### config.mk
export PLATFORM = sky130hd
export DESIGN_NAME = drive_status_frame
export DESIGN_NICKNAME = d
export VERILOG_FILES = /design/src/rtl/dsf_pkg.sv /design/src/rtl/dsf_checksum.sv /design/src/rtl/dsf_frame_bank.sv /design/src/rtl/dsf_host_regs.sv /design/src/rtl/dsf_irq.sv /design/src/rtl/drive_status_frame.sv
export SDC_FILE = /design/constraint.sdc
export NUM_CORES = 1
export LEC_CHECK = 0
export BUFFER_PORTS_ARGS = -buffer_cell sky130_fd_sc_hd__buf_2
export CAP_MARGIN = 40
export CORE_MARGIN = 2
export CORE_UTILIZATION = 30
export DETAILED_ROUTE_END_ITERATION = 8
export GPL_TIMING_DRIVEN = 0
export PLACE_DENSITY = 0.52
export SYNTH_ARGS = -nofsm -noshare
export SYNTH_HDL_FRONTEND = slang
export SYNTH_HIERARCHICAL = 1
export SYNTH_SLANG_ARGS = --single-unit
### constraint.sdc
create_clock -name clk -period 5.15 [get_ports clk]
set_input_delay 0.2575 -clock clk [delete_from_list [all_inputs] [get_ports clk]]
set_output_delay 0.2575 -clock clk [all_outputs]
set_load 0.02 [all_outputs]
### src/rtl/dsf_pkg.sv
package dsf_pkg;
   // Read-port variants selectable on the top module.
   typedef enum logic {
      RD_COMB = 1'b0,
      RD_FLOP = 1'b1
   } rd_mode_e;

   localparam int unsigned DSF_NIB_W      = 4;
   localparam int unsigned DSF_REG_W      = 8;
   localparam logic [3:0]  DSF_CKSUM_INIT = 4'hF;
endpackage

### src/rtl/dsf_checksum.sv
// Inverted nibble-sum checksum over a flattened nibble vector.
module dsf_checksum #(
   parameter int unsigned NIB_W    = 4,
   parameter int unsigned NUM_NIBS = 9
) (
   input  logic [NUM_NIBS*NIB_W-1:0] nibs_i,
   output logic [NIB_W-1:0]          cksum_o
);
   localparam int unsigned SUM_W = NIB_W + $clog2(NUM_NIBS + 1);

   if (NIB_W < 1) begin : g_bad_nib
      $error("dsf_checksum: NIB_W must be at least 1");
   end
   if (NUM_NIBS < 1) begin : g_bad_cnt
      $error("dsf_checksum: NUM_NIBS must be at least 1");
   end

   logic [SUM_W-1:0] acc [NUM_NIBS+1];
   assign acc[0] = '0;

   for (genvar i = 0; i < NUM_NIBS; i++) begin : g_acc
      assign acc[i+1] = acc[i] + {{(SUM_W-NIB_W){1'b0}}, nibs_i[i*NIB_W +: NIB_W]};
   end

   assign cksum_o = ~acc[NUM_NIBS][NIB_W-1:0];
endmodule

### src/rtl/dsf_frame_bank.sv
// Storage for the data nibbles plus the trailing checksum slot.
module dsf_frame_bank #(
   parameter int unsigned NIB_W      = 4,
   parameter int unsigned DATA_NIBS  = 9,
   parameter logic [3:0]  CKSUM_INIT = 4'hF
) (
   input  logic                             clk,
   input  logic                             rst_n,
   input  logic                             load_i,
   input  logic [DATA_NIBS*NIB_W-1:0]       data_i,
   input  logic [NIB_W-1:0]                 cksum_i,
   output logic [(DATA_NIBS+1)*NIB_W-1:0]   slots_o
);
   localparam int unsigned SLOTS = DATA_NIBS + 1;

   if (NIB_W > 4) begin : g_bad_nib
      $error("dsf_frame_bank: NIB_W above 4 is not supported by CKSUM_INIT");
   end

   logic [NIB_W-1:0] data_q [DATA_NIBS];
   logic [NIB_W-1:0] cksum_q;

   for (genvar i = 0; i < DATA_NIBS; i++) begin : g_slot
      always_ff @(posedge clk) begin
         if (!rst_n)      data_q[i] <= '0;
         else if (load_i) data_q[i] <= data_i[i*NIB_W +: NIB_W];
      end
      assign slots_o[i*NIB_W +: NIB_W] = data_q[i];
   end

   always_ff @(posedge clk) begin
      if (!rst_n)      cksum_q <= CKSUM_INIT[NIB_W-1:0];
      else if (load_i) cksum_q <= cksum_i;
   end
   assign slots_o[DATA_NIBS*NIB_W +: NIB_W] = cksum_q;

   // Checker: recompute the checksum from the stored slots.
   logic [NIB_W-1:0] chk_sum;
   always_comb begin
      chk_sum = '0;
      for (int i = 0; i < DATA_NIBS; i++) chk_sum = chk_sum + data_q[i];
   end

   assert_cksum_match_R3: assert property (@(posedge clk) disable iff (!rst_n)
      $past(load_i) |-> (cksum_q == ~chk_sum));

   assert_frame_hold_R7: assert property (@(posedge clk) disable iff (!rst_n)
      !load_i |=> $stable(slots_o));

   assert_reset_image_R1: assert property (@(posedge clk) disable iff (!rst_n)
      $rose(rst_n) |-> (slots_o == {CKSUM_INIT[NIB_W-1:0], {(DATA_NIBS*NIB_W){1'b0}}}));

   localparam int unsigned SLOTS_CHK = SLOTS;
   if (SLOTS_CHK < 2) begin : g_bad_slots
      $error("dsf_frame_bank: need at least one data slot");
   end
endmodule

### src/rtl/dsf_host_regs.sv
// Host-writable command slots, control and fader registers.
module dsf_host_regs #(
   parameter int unsigned REG_W      = 8,
   parameter int unsigned ADDR_W     = 5,
   parameter int unsigned CMD_BASE   = 10,
   parameter int unsigned CMD_SLOTS  = 10,
   parameter int unsigned CTRL_ADDR  = 20,
   parameter int unsigned FADER_ADDR = 21,
   parameter int unsigned CTRL_KEEP  = 2
) (
   input  logic                        clk,
   input  logic                        rst_n,
   input  logic                        wr_en_i,
   input  logic [ADDR_W-1:0]           wr_addr_i,
   input  logic [REG_W-1:0]            wr_data_i,
   input  logic                        export_i,
   output logic [CMD_SLOTS*REG_W-1:0]  cmd_o,
   output logic [REG_W-1:0]            ctrl_o,
   output logic [REG_W-1:0]            fader_o
);
   localparam logic [REG_W-1:0] KEEP_MASK = REG_W'((1 << CTRL_KEEP) - 1);

   if (CTRL_KEEP >= REG_W) begin : g_bad_keep
      $error("dsf_host_regs: CTRL_KEEP must be below REG_W");
   end
   if (FADER_ADDR >= (1 << ADDR_W) || CTRL_ADDR >= (1 << ADDR_W)) begin : g_bad_addr
      $error("dsf_host_regs: ADDR_W too narrow for the register map");
   end

   for (genvar i = 0; i < CMD_SLOTS; i++) begin : g_cmd
      logic [REG_W-1:0] cmd_q;
      always_ff @(posedge clk) begin
         if (!rst_n) cmd_q <= '0;
         else if (wr_en_i && wr_addr_i == ADDR_W'(CMD_BASE + i)) cmd_q <= wr_data_i;
      end
      assign cmd_o[i*REG_W +: REG_W] = cmd_q;
   end

   logic [REG_W-1:0] ctrl_q;
   logic [REG_W-1:0] fader_q;

   // An export takes priority over a colliding host write.
   always_ff @(posedge clk) begin
      if (!rst_n)        ctrl_q <= '0;
      else if (export_i) ctrl_q <= ctrl_q & KEEP_MASK;
      else if (wr_en_i && wr_addr_i == ADDR_W'(CTRL_ADDR)) ctrl_q <= wr_data_i;
   end

   always_ff @(posedge clk) begin
      if (!rst_n) fader_q <= '0;
      else if (wr_en_i && wr_addr_i == ADDR_W'(FADER_ADDR)) fader_q <= wr_data_i;
   end

   assign ctrl_o  = ctrl_q;
   assign fader_o = fader_q;

   assert_ctrl_trimmed_R4: assert property (@(posedge clk) disable iff (!rst_n)
      export_i |=> ((ctrl_o & ~KEEP_MASK) == '0));

   assert_ctrl_low_kept_R4: assert property (@(posedge clk) disable iff (!rst_n)
      export_i |=> ((ctrl_o & KEEP_MASK) == ($past(ctrl_o) & KEEP_MASK)));

   assert_fader_write_R6: assert property (@(posedge clk) disable iff (!rst_n)
      (wr_en_i && wr_addr_i == ADDR_W'(FADER_ADDR)) |=> (fader_o == $past(wr_data_i)));
endmodule

### src/rtl/dsf_irq.sv
// One-cycle interrupt request per enabled export.
module dsf_irq (
   input  logic clk,
   input  logic rst_n,
   input  logic export_i,
   input  logic enable_i,
   output logic irq_o
);
   logic irq_q;

   always_ff @(posedge clk) begin
      if (!rst_n) irq_q <= 1'b0;
      else        irq_q <= export_i & enable_i;
   end
   assign irq_o = irq_q;

   assert_irq_cause_R5: assert property (@(posedge clk) disable iff (!rst_n)
      irq_o |-> ($past(export_i) && $past(enable_i)));

   assert_irq_quiet_R5: assert property (@(posedge clk) disable iff (!rst_n)
      !enable_i |=> !irq_o);
endmodule

### src/rtl/drive_status_frame.sv
// Drive status frame builder: nibble frame, checksum, host bank, interrupt.
module drive_status_frame
   import dsf_pkg::*;
#(
   parameter int unsigned NIB_W       = DSF_NIB_W,
   parameter int unsigned NIBS_PER_F  = 2,
   parameter int unsigned NUM_FIELDS  = 4,
   parameter int unsigned REG_W       = DSF_REG_W,
   parameter int unsigned ADDR_W      = 5,
   parameter int unsigned CTRL_KEEP   = 2,
   parameter logic [3:0]  CKSUM_INIT  = DSF_CKSUM_INIT,
   parameter rd_mode_e    READ_MODE   = RD_COMB,
   localparam int unsigned FIELD_W    = NIB_W * NIBS_PER_F,
   localparam int unsigned DATA_NIBS  = NUM_FIELDS * NIBS_PER_F + 1,
   localparam int unsigned FRAME_SLOTS = DATA_NIBS + 1
) (
   input  logic                           clk,
   input  logic                           rst_n,
   input  logic                           load_i,
   input  logic [NUM_FIELDS*FIELD_W-1:0]  fields_i,
   input  logic [NIB_W-1:0]               ext_i,
   input  logic                           irq_enable_i,
   input  logic                           wr_en_i,
   input  logic [ADDR_W-1:0]              wr_addr_i,
   input  logic [REG_W-1:0]               wr_data_i,
   input  logic [ADDR_W-1:0]              rd_addr_i,
   output logic [REG_W-1:0]               rd_data_o,
   output logic                           irq_o
);
   localparam int unsigned CMD_BASE   = FRAME_SLOTS;
   localparam int unsigned CMD_SLOTS  = FRAME_SLOTS;
   localparam int unsigned CTRL_ADDR  = CMD_BASE + CMD_SLOTS;
   localparam int unsigned FADER_ADDR = CTRL_ADDR + 1;

   if (NIB_W > REG_W) begin : g_bad_w
      $error("drive_status_frame: nibble wider than a register");
   end
   if (FADER_ADDR >= (1 << ADDR_W)) begin : g_bad_addr
      $error("drive_status_frame: ADDR_W too narrow");
   end

   // Split fields into nibbles, most significant nibble in the lower slot.
   logic [DATA_NIBS*NIB_W-1:0] data_nibs;
   for (genvar f = 0; f < NUM_FIELDS; f++) begin : g_field
      for (genvar k = 0; k < NIBS_PER_F; k++) begin : g_nib
         assign data_nibs[(f*NIBS_PER_F + k)*NIB_W +: NIB_W] =
            fields_i[f*FIELD_W + (NIBS_PER_F-1-k)*NIB_W +: NIB_W];
      end
   end
   assign data_nibs[(DATA_NIBS-1)*NIB_W +: NIB_W] = ext_i;

   logic [NIB_W-1:0] cksum_next;
   dsf_checksum #(.NIB_W(NIB_W), .NUM_NIBS(DATA_NIBS)) cksum_i (
      .nibs_i  (data_nibs),
      .cksum_o (cksum_next)
   );

   logic [FRAME_SLOTS*NIB_W-1:0] frame_slots;
   dsf_frame_bank #(.NIB_W(NIB_W), .DATA_NIBS(DATA_NIBS), .CKSUM_INIT(CKSUM_INIT)) bank_i (
      .clk     (clk),
      .rst_n   (rst_n),
      .load_i  (load_i),
      .data_i  (data_nibs),
      .cksum_i (cksum_next),
      .slots_o (frame_slots)
   );

   logic [CMD_SLOTS*REG_W-1:0] cmd_regs;
   logic [REG_W-1:0]           ctrl_reg;
   logic [REG_W-1:0]           fader_reg;
   dsf_host_regs #(
      .REG_W(REG_W), .ADDR_W(ADDR_W), .CMD_BASE(CMD_BASE), .CMD_SLOTS(CMD_SLOTS),
      .CTRL_ADDR(CTRL_ADDR), .FADER_ADDR(FADER_ADDR), .CTRL_KEEP(CTRL_KEEP)
   ) regs_i (
      .clk       (clk),
      .rst_n     (rst_n),
      .wr_en_i   (wr_en_i),
      .wr_addr_i (wr_addr_i),
      .wr_data_i (wr_data_i),
      .export_i  (load_i),
      .cmd_o     (cmd_regs),
      .ctrl_o    (ctrl_reg),
      .fader_o   (fader_reg)
   );

   dsf_irq irq_i (
      .clk      (clk),
      .rst_n    (rst_n),
      .export_i (load_i),
      .enable_i (irq_enable_i),
      .irq_o    (irq_o)
   );

   // Host read multiplexer; unmapped addresses return zero.
   logic [REG_W-1:0] rd_comb;
   always_comb begin
      rd_comb = '0;
      for (int i = 0; i < FRAME_SLOTS; i++)
         if (rd_addr_i == ADDR_W'(i)) rd_comb = REG_W'(frame_slots[i*NIB_W +: NIB_W]);
      for (int i = 0; i < CMD_SLOTS; i++)
         if (rd_addr_i == ADDR_W'(CMD_BASE + i)) rd_comb = cmd_regs[i*REG_W +: REG_W];
      if (rd_addr_i == ADDR_W'(CTRL_ADDR))  rd_comb = ctrl_reg;
      if (rd_addr_i == ADDR_W'(FADER_ADDR)) rd_comb = fader_reg;
   end

   if (READ_MODE == RD_FLOP) begin : g_rd_flop
      logic [REG_W-1:0] rd_q;
      always_ff @(posedge clk) begin
         if (!rst_n) rd_q <= '0;
         else        rd_q <= rd_comb;
      end
      assign rd_data_o = rd_q;
   end else begin : g_rd_comb
      assign rd_data_o = rd_comb;
   end

   assert_frame_upper_zero_R2: assert property (@(posedge clk) disable iff (!rst_n)
      (READ_MODE == RD_COMB && rd_addr_i < ADDR_W'(FRAME_SLOTS)) |->
         ((rd_data_o >> NIB_W) == '0));
endmodule

==> impl_metrics.ini, run 1 <==
[detailed_routing]
first_pass_iters = 4
routed_wl_um = 23800
drc = 0
antenna_left = 0
routed_via_density = 5.12
dr_total_vias = 5975
drtIter0Drc = 504
wl_per_cell_um = 20.4

[place]
gp_congestion = 0.882
dpl.hpwl_um = 17800
portBuffers = 66

[floorplan]
rows = 57
die-area_sq_um = 26200
die_x_um = 162
core_area_sq_um = 24400
die_h_um = 162
initial_core_util_pct = 30.7
io_pins = 68

[logic_synthesis]
synth_nets = 824
yosys_warnings = 6
synth.distinct_cells = 79
syn_inst = 745
syn-cell-area_sq_um = 7480
ys.flop_type = dfxtp_1
synth-seq-cells = 137
syn_area_per_cell_sq_um = 10.0
synthArstFlopShare_pct = 0
synth_edf_count = 36
ys_seq_area_share_pct = 41.5

[global_route]
grt_max_degree = 37
grt_pass1_wl_um = 36300
grt.overflow.total = 0
grt_usage_pct = 18.6
grt_pass1_vias = 5947
grt_antenna_before_repair = 0

[final_layout]
syn_to_final_growth_pct = 17.4
final_common_cell = nand2_1
diodes = 0
drive_gt1_share_pct = 20.2
final_cell_mix = nand2_1 (125), mux2i_1 (116), dfxtp_1 (101)
nets = 909

[clocking]
clock_sinks = 137
cts_tree = done
numCtsBuffers = 17
cts_buffer_depth = 2
postCtsSetupBuffers = 0
hold_buffers = 0
root_buffer = clkbuf_16
clk_pin_slew_ns = 0.06
ctsResizeCount = 0
cts-htree-levels = 4
insertion_delay_ns = 0.42

[timing]
max_freq_ghz = 0.294
hold_viol_final = 0
rsz0062_at_grt = false
fin_crit_ns = 3.40
fin_crit_sh_pct = 66.1
max_slew_margin_pct = 45.4
finClkSkew_ns = 0
setup_viol_count_final = 0
finalSetupTns_ns = 0
tightest_slew_ns = 0.817
drv_slew = 0

[power]
ir_drop_v = 0.000235
finalPower_uw = 2850
leakagePower_uw = 0.00379
pwr_density_cell_nw_per_um2 = 324

[job]
drv_cap = 0

[setup_path]
end_kind = register
crit_required_ns = 5.46
worstSetupPathType = in2reg
worstPathMaxFanout = 2
cp.arrival_ns = 3.72
crit_path_start_kind = primary input

[hold_path]
hold_class = in2reg

[outcome]
outcome = finished clean
[final cells by class]
type                    count  area, sq um
plain buffers              59          365
clock buffers              26          532
clock inverters             5         32.5
fillers                  2521        15600
inverters                  29          109
multi-input cells         520         3900
flip-flops and latches    137         3100
well taps                 324          405
repair buffers             66          330
[critical path: stages]
cell and delay (ns):
buf_2 0.11, fa_1 0.54, inv_1 0.06, fa_1 0.48, fa_1 0.54, inv_1 0.05
fa_1 0.43, ha_1 0.23, xnor2_1 0.14, xnor2_1 0.20, xnor3_1 0.34, xnor2_1 0.14
mux2i_1 0.14, nand2_1 0.06
[cell families (layout without fill, tap and decap cells)]
logic type                 count (synthesis)  after routing  synth area share (%)
xor gates and xnor gates                  15             15                  1.94
AOI/OAI and AO/OA                        107            107                  10.2
DFF                                      137            137                  41.5
muxes                                    128            128                  17.5
adders and majority gates                 20             20                  4.95
buffers and inverters                     88            185                  6.34
and+or+nand+nor                          250            250                  17.5
[path summary, 6_finish.rpt]
check                                start                  endpoint  slack (ns)  cells past startpoint
setup reg to reg          regs_i/ctrl_o[0]          regs_i/ctrl_o[0]        4.48                      2
setup / recovery              fields_i[30]         bank_i/cksum_q[3]        1.75                     14
hold / removal                irq_enable_i               irq_i/irq_o        0.07                      2
hold reg to reg   regs_i/g_cmd[9].cmd_q[1]  regs_i/g_cmd[9].cmd_q[1]        0.46                      2
[per-layer routing]
metal | GRT usage [%] | part of all wire [%] | vias up | routed length (um)
li1 | - | - | 2818 | -
met1 | 25.4 | 47 | 2894 | 11200
met2 | 28.9 | 44 | 218 | 10500
met3 | 3.73 | 5.7 | 45 | 1350
met4 | 7.04 | 3.1 | 0 | 733
met5 | 0 | 0 | - | 0
[sequential cells by signal, indices dropped and copies added, names as in the netlist]
name,flops
regs_i/ctrl_o,8
bank_i/data_q,36
irq_i/irq_o,1
regs_i/g_cmd.cmd_q,80
bank_i/cksum_q,4
regs_i/fader_o,8
[synth_stat cells (all sizes together), types with 5 or more instances]
library cell  instances  area [sq um]
xnor2                13           114
a21o                  5          37.5
and3                 39           248
o22ai                 8          50.1
fa                   16           320
a31oi                 8          50.1
dfxtp               101          2020
nor2                 20           108
mux2                 11           128
nand2b                7          43.8
nand4                 6          37.5
buf                  44           307
a221oi                5          43.8
mux2i               116          1160
a211oi                5          37.5
o311ai                6          52.6
nor2b                 9          63.8
inv                  27           101
a22oi                 5          37.5
a21oi                18          90.1
clkbuf               15          58.8
nand3                10          50.1
nor3                  5          25.0
nand2               129           494
edfxtp               36          1080
o21ai                16          80.1
[stage by stage]
stage	util [%]	instances	hold WS (ns)	setup slack [ns]	instance area, sq um
CTS	36.0	1166	0.0520	1.75	8780
global placement	33.7	1135	0.441	1.31	8210
finish	36.0	1166	0.0735	1.75	8780
detailed placement	33.7	1135	0.444	1.31	8220
global route	36.0	1166	0.0553	1.56	8780
floorplan	-	745	0.390	1.58	7480
[where the power goes]
part           internal, uW  total (uW)  switching [uW]
combinational           221         509             288
sequential             1150        1160            16.3
clock                   709        1180             466
total                  2080        2850             771
Power figures use the tool's default switching activity.
==> run 2, diff against run 1 <==
Settings changed: ABC_AREA set to 1.
Clock period 5.15 ns to 3.2 ns, I/O delays scaled along.
==> run 2 against run 1 <==
- routed wire length down 12%
- utilization up 0.45 points
- non-clock buffer count down 19
- highest routed layer is now met5
- count of clock-buffer cells in the layout down 7
- clock power up 61%
- via count up 8.0%
- cell count up 20%
- die area down 4.2%
==> impl_metrics.ini, run 2 <==
[clocking]
numCtsBuffers = 17
root_buffer = clkbuf_16
clk_pin_slew_ns = 0.06
insertion_delay_ns = 0.43
cts_tree = done
cts_buffer_depth = 2
clock_sinks = 137
postCtsSetupBuffers = 0
cts-htree-levels = 4

[final_layout]
largestRegisters = regs_i/g_cmd.cmd_q x80, bank_i/data_q x36
largest_reg_flops = 80
drive_gt1_share_pct = 15.2
syn_to_final_growth_pct = 19.6
final_cell_mix = nand2_1 (241), nor2_1 (125), inv_1 (121)
final_common_cell = nand2_1
nets = 1141
regMostFlops = regs_i/g_cmd.cmd_q
fill_cells = 2556

[power]
swShare_pct = 29.4
clkPwrFrac_pct = 41.5
p_int_uw = 3230
switchingPower_uw = 1340
power.share.sequential_pct = 40.8
leakagePower_uw = 0.00358
ir_drop_v = 0.000367
combPwrFrac_pct = 17.7
pwr_density_cell_nw_per_um2 = 535

[logic_synthesis]
synth.most_common_cell = nand2_1
synth_top_family_by_area = simple AND/OR/NAND/NOR gates
ys.flop_type = dfxtp_1
synth-seq-cells = 137
synth_common_cells = nand2_1 (245), nor2_1 (125), inv_1 (124)
synthMuxAreaShare_pct = 0
synth_xor_area_share_pct = 1.45
synth.distinct_cells = 34
synth_nets = 1051
synth.largest_area_cell = dfxtp_1
synth_simple_gate_area_share_pct = 32.5
synth_edf_count = 36
yosys_warnings = 6
synth_adder_area_share_pct = 5.18
syn_inst = 972
synthTopCellsByArea = dfxtp_1 (28%), edfxtp_1 (15%), nand2_1 (13%), nand3_1 (6.6%), nor2_1 (6.6%)
synthArstFlopShare_pct = 0
ys_seq_area_share_pct = 43.4
synth.top_cell.area_share_pct = 28.3
synth_compound_area_share_pct = 7.87
syn-cell-area_sq_um = 7150
syn_area_per_cell_sq_um = 7.36

[detailed_routing]
routed_via_density = 4.63
routed_wl_um = 21100
drtIter0Drc = 450
dr_total_vias = 6453
antenna_left = 0
drc = 0
wl_per_cell_um = 15.1
first_pass_iters = 5

[outcome]
outcome = finished clean

[timing]
fin_crit_sh_pct = 99.1
fin_ws_ns = 0.0295
rsz0062_at_grt = true
fin_crit_ns = 3.17
max_slew_margin_pct = 46.5
finClkSkew_ns = 0
max_freq_ghz = 0.315
hold_viol_final = 0
setup_viol_count_final = 0
tightest_slew_ns = 0.803
holdWs_ns = 0.0296
drv_slew = 0

[global_route]
grt_antenna_before_repair = 3
grt.overflow.total = 0
grt_pass1_wl_um = 33100
grt_max_degree = 22
grt_pass1_vias = 6157
grt_usage_pct = 17.6

[place]
dpl.hpwl_um = 15800
portBuffers = 67
post-place-ws_ns = -0.493
gp_congestion = 0.810

[setup_path]
r2r_start = regs_i/g_cmd[7].cmd_q[7]
crit_path_start_kind = primary input
worstPathMaxFanout = 2
end_kind = register
ff2ff_path_depth = 2
worstSetupPathType = in2reg
r2r_end = regs_i/g_cmd[7].cmd_q[7]
crit_required_ns = 3.50
cp.arrival_ns = 3.47
rrSetupSlack_ns = 2.58

[hold_path]
holdPathStages = 3
worstHoldStart = fields_i[14]
hold_class = in2reg
min_to = bank_i/data_q[2][2]

[floorplan]
rows = 56
die-area_sq_um = 25100
die_x_um = 158
die_h_um = 158
io_pins = 68
initial_core_util_pct = 30.5
core_area_sq_um = 23500

[job]
drv_cap = 0
[run 2: metal layers]
layer  part of all wire, %  track usage (%)  up-vias  wire (um)
li1                      -                -     3290          -
met1                    46             23.2     2973       9790
met2                    47             29.1      162       9960
met3                   4.9             3.89       24       1030
met4                   1.3             4.89        4        278
met5                  0.10                0        -         21
[run 2: final cells by class]
cell class,count,area (sq um),share of cell area [%]
Tap cell,319,399,4.67
Sequential cell,137,3100,36.3
Buffer,35,203,2.37
Inverter,130,488,5.70
Multi-Input combinational cell,670,3400,39.7
Clock buffer,19,464,5.43
Timing Repair Buffer,71,389,4.55
Clock inverter,13,106,1.24
Antenna cell,1,2.50,0.0293
[run 2: power groups by stage]
| stage | clock network, uW | registers, uW | logic, uW |
|---|---|---|---|
| after global routing | 2000 | 1870 | 918 |
| after global placement | 0 | 1900 | 736 |
| after floorplan | 0 | 1900 | 503 |
| final | 1900 | 1870 | 810 |
| after CTS | 1920 | 1870 | 753 |
| after detailed placement | 0 | 1900 | 742 |
[run 2: cell families (layout without fill, tap and decap cells)]
kind of cell,after synthesis,count (layout)
adder cells (fa/ha/maj),20,20
flip-flops,137,137
other,0,1
AO/OA/AOI/OAI,109,109
buffers and inverters,165,268
AND/OR/NAND/NOR,533,533
XOR/XNOR,8,8
[run 2: how the worst max path moves through the flow]
stage / end / from / slack, ns / cells past startpoint
after floorplan: bank_i/cksum_q[3] / fields_i[30] / 0.003 / 16
after global placement: bank_i/cksum_q[3] / fields_i[10] / -0.46 / 17
after detailed placement: bank_i/cksum_q[3] / fields_i[10] / -0.49 / 17
after CTS: bank_i/cksum_q[3] / fields_i[10] / 0.005 / 17
after global routing: bank_i/cksum_q[3] / fields_i[14] / -0.09 / 17
final: bank_i/cksum_q[3] / fields_i[14] / 0.03 / 17
[run 2: through the flow]
| stage | TNS [ns] | std cells | total power, uW | utilization [%] | area, sq um |
|---|---|---|---|---|---|
| final | 0 | 1395 | 4570 | 36.4 | 8550 |
| after global routing | -0.0892 | 1394 | 4790 | 36.4 | 8550 |
| after CTS | 0 | 1394 | 4540 | 36.3 | 8510 |
| after detailed placement | -0.493 | 1361 | 2650 | 33.8 | 7930 |
| after global placement | -0.463 | 1358 | 2640 | 33.6 | 7890 |
| after floorplan | 0 | 972 | 2400 | - | 7160 |
[run 2: what timing repair did]
action / 4_1_cts / 5_1_grt
pin swaps: 0 / 11
hold buffers: 1 / 0
setup endpoints to repair: 1 / 1
cloned: 0 / 0
endpoints found under the hold margin: 1 / 0
resized for setup: 1 / 11
[run 2: critical path, stage by stage]
cell and delay [ns]:
buf_6 0.10, fa_1 0.55, inv_2 0.05, fa_1 0.52
fa_1 0.54, inv_2 0.04, fa_1 0.55, ha_4 0.19
xnor2_4 0.13, xor2_1 0.16, nand2_1 0.08, nand2_2 0.11
inv_2 0.04, nand2_2 0.05, nand2_2 0.06, nand2_2 0.08
nand3_2 0.05
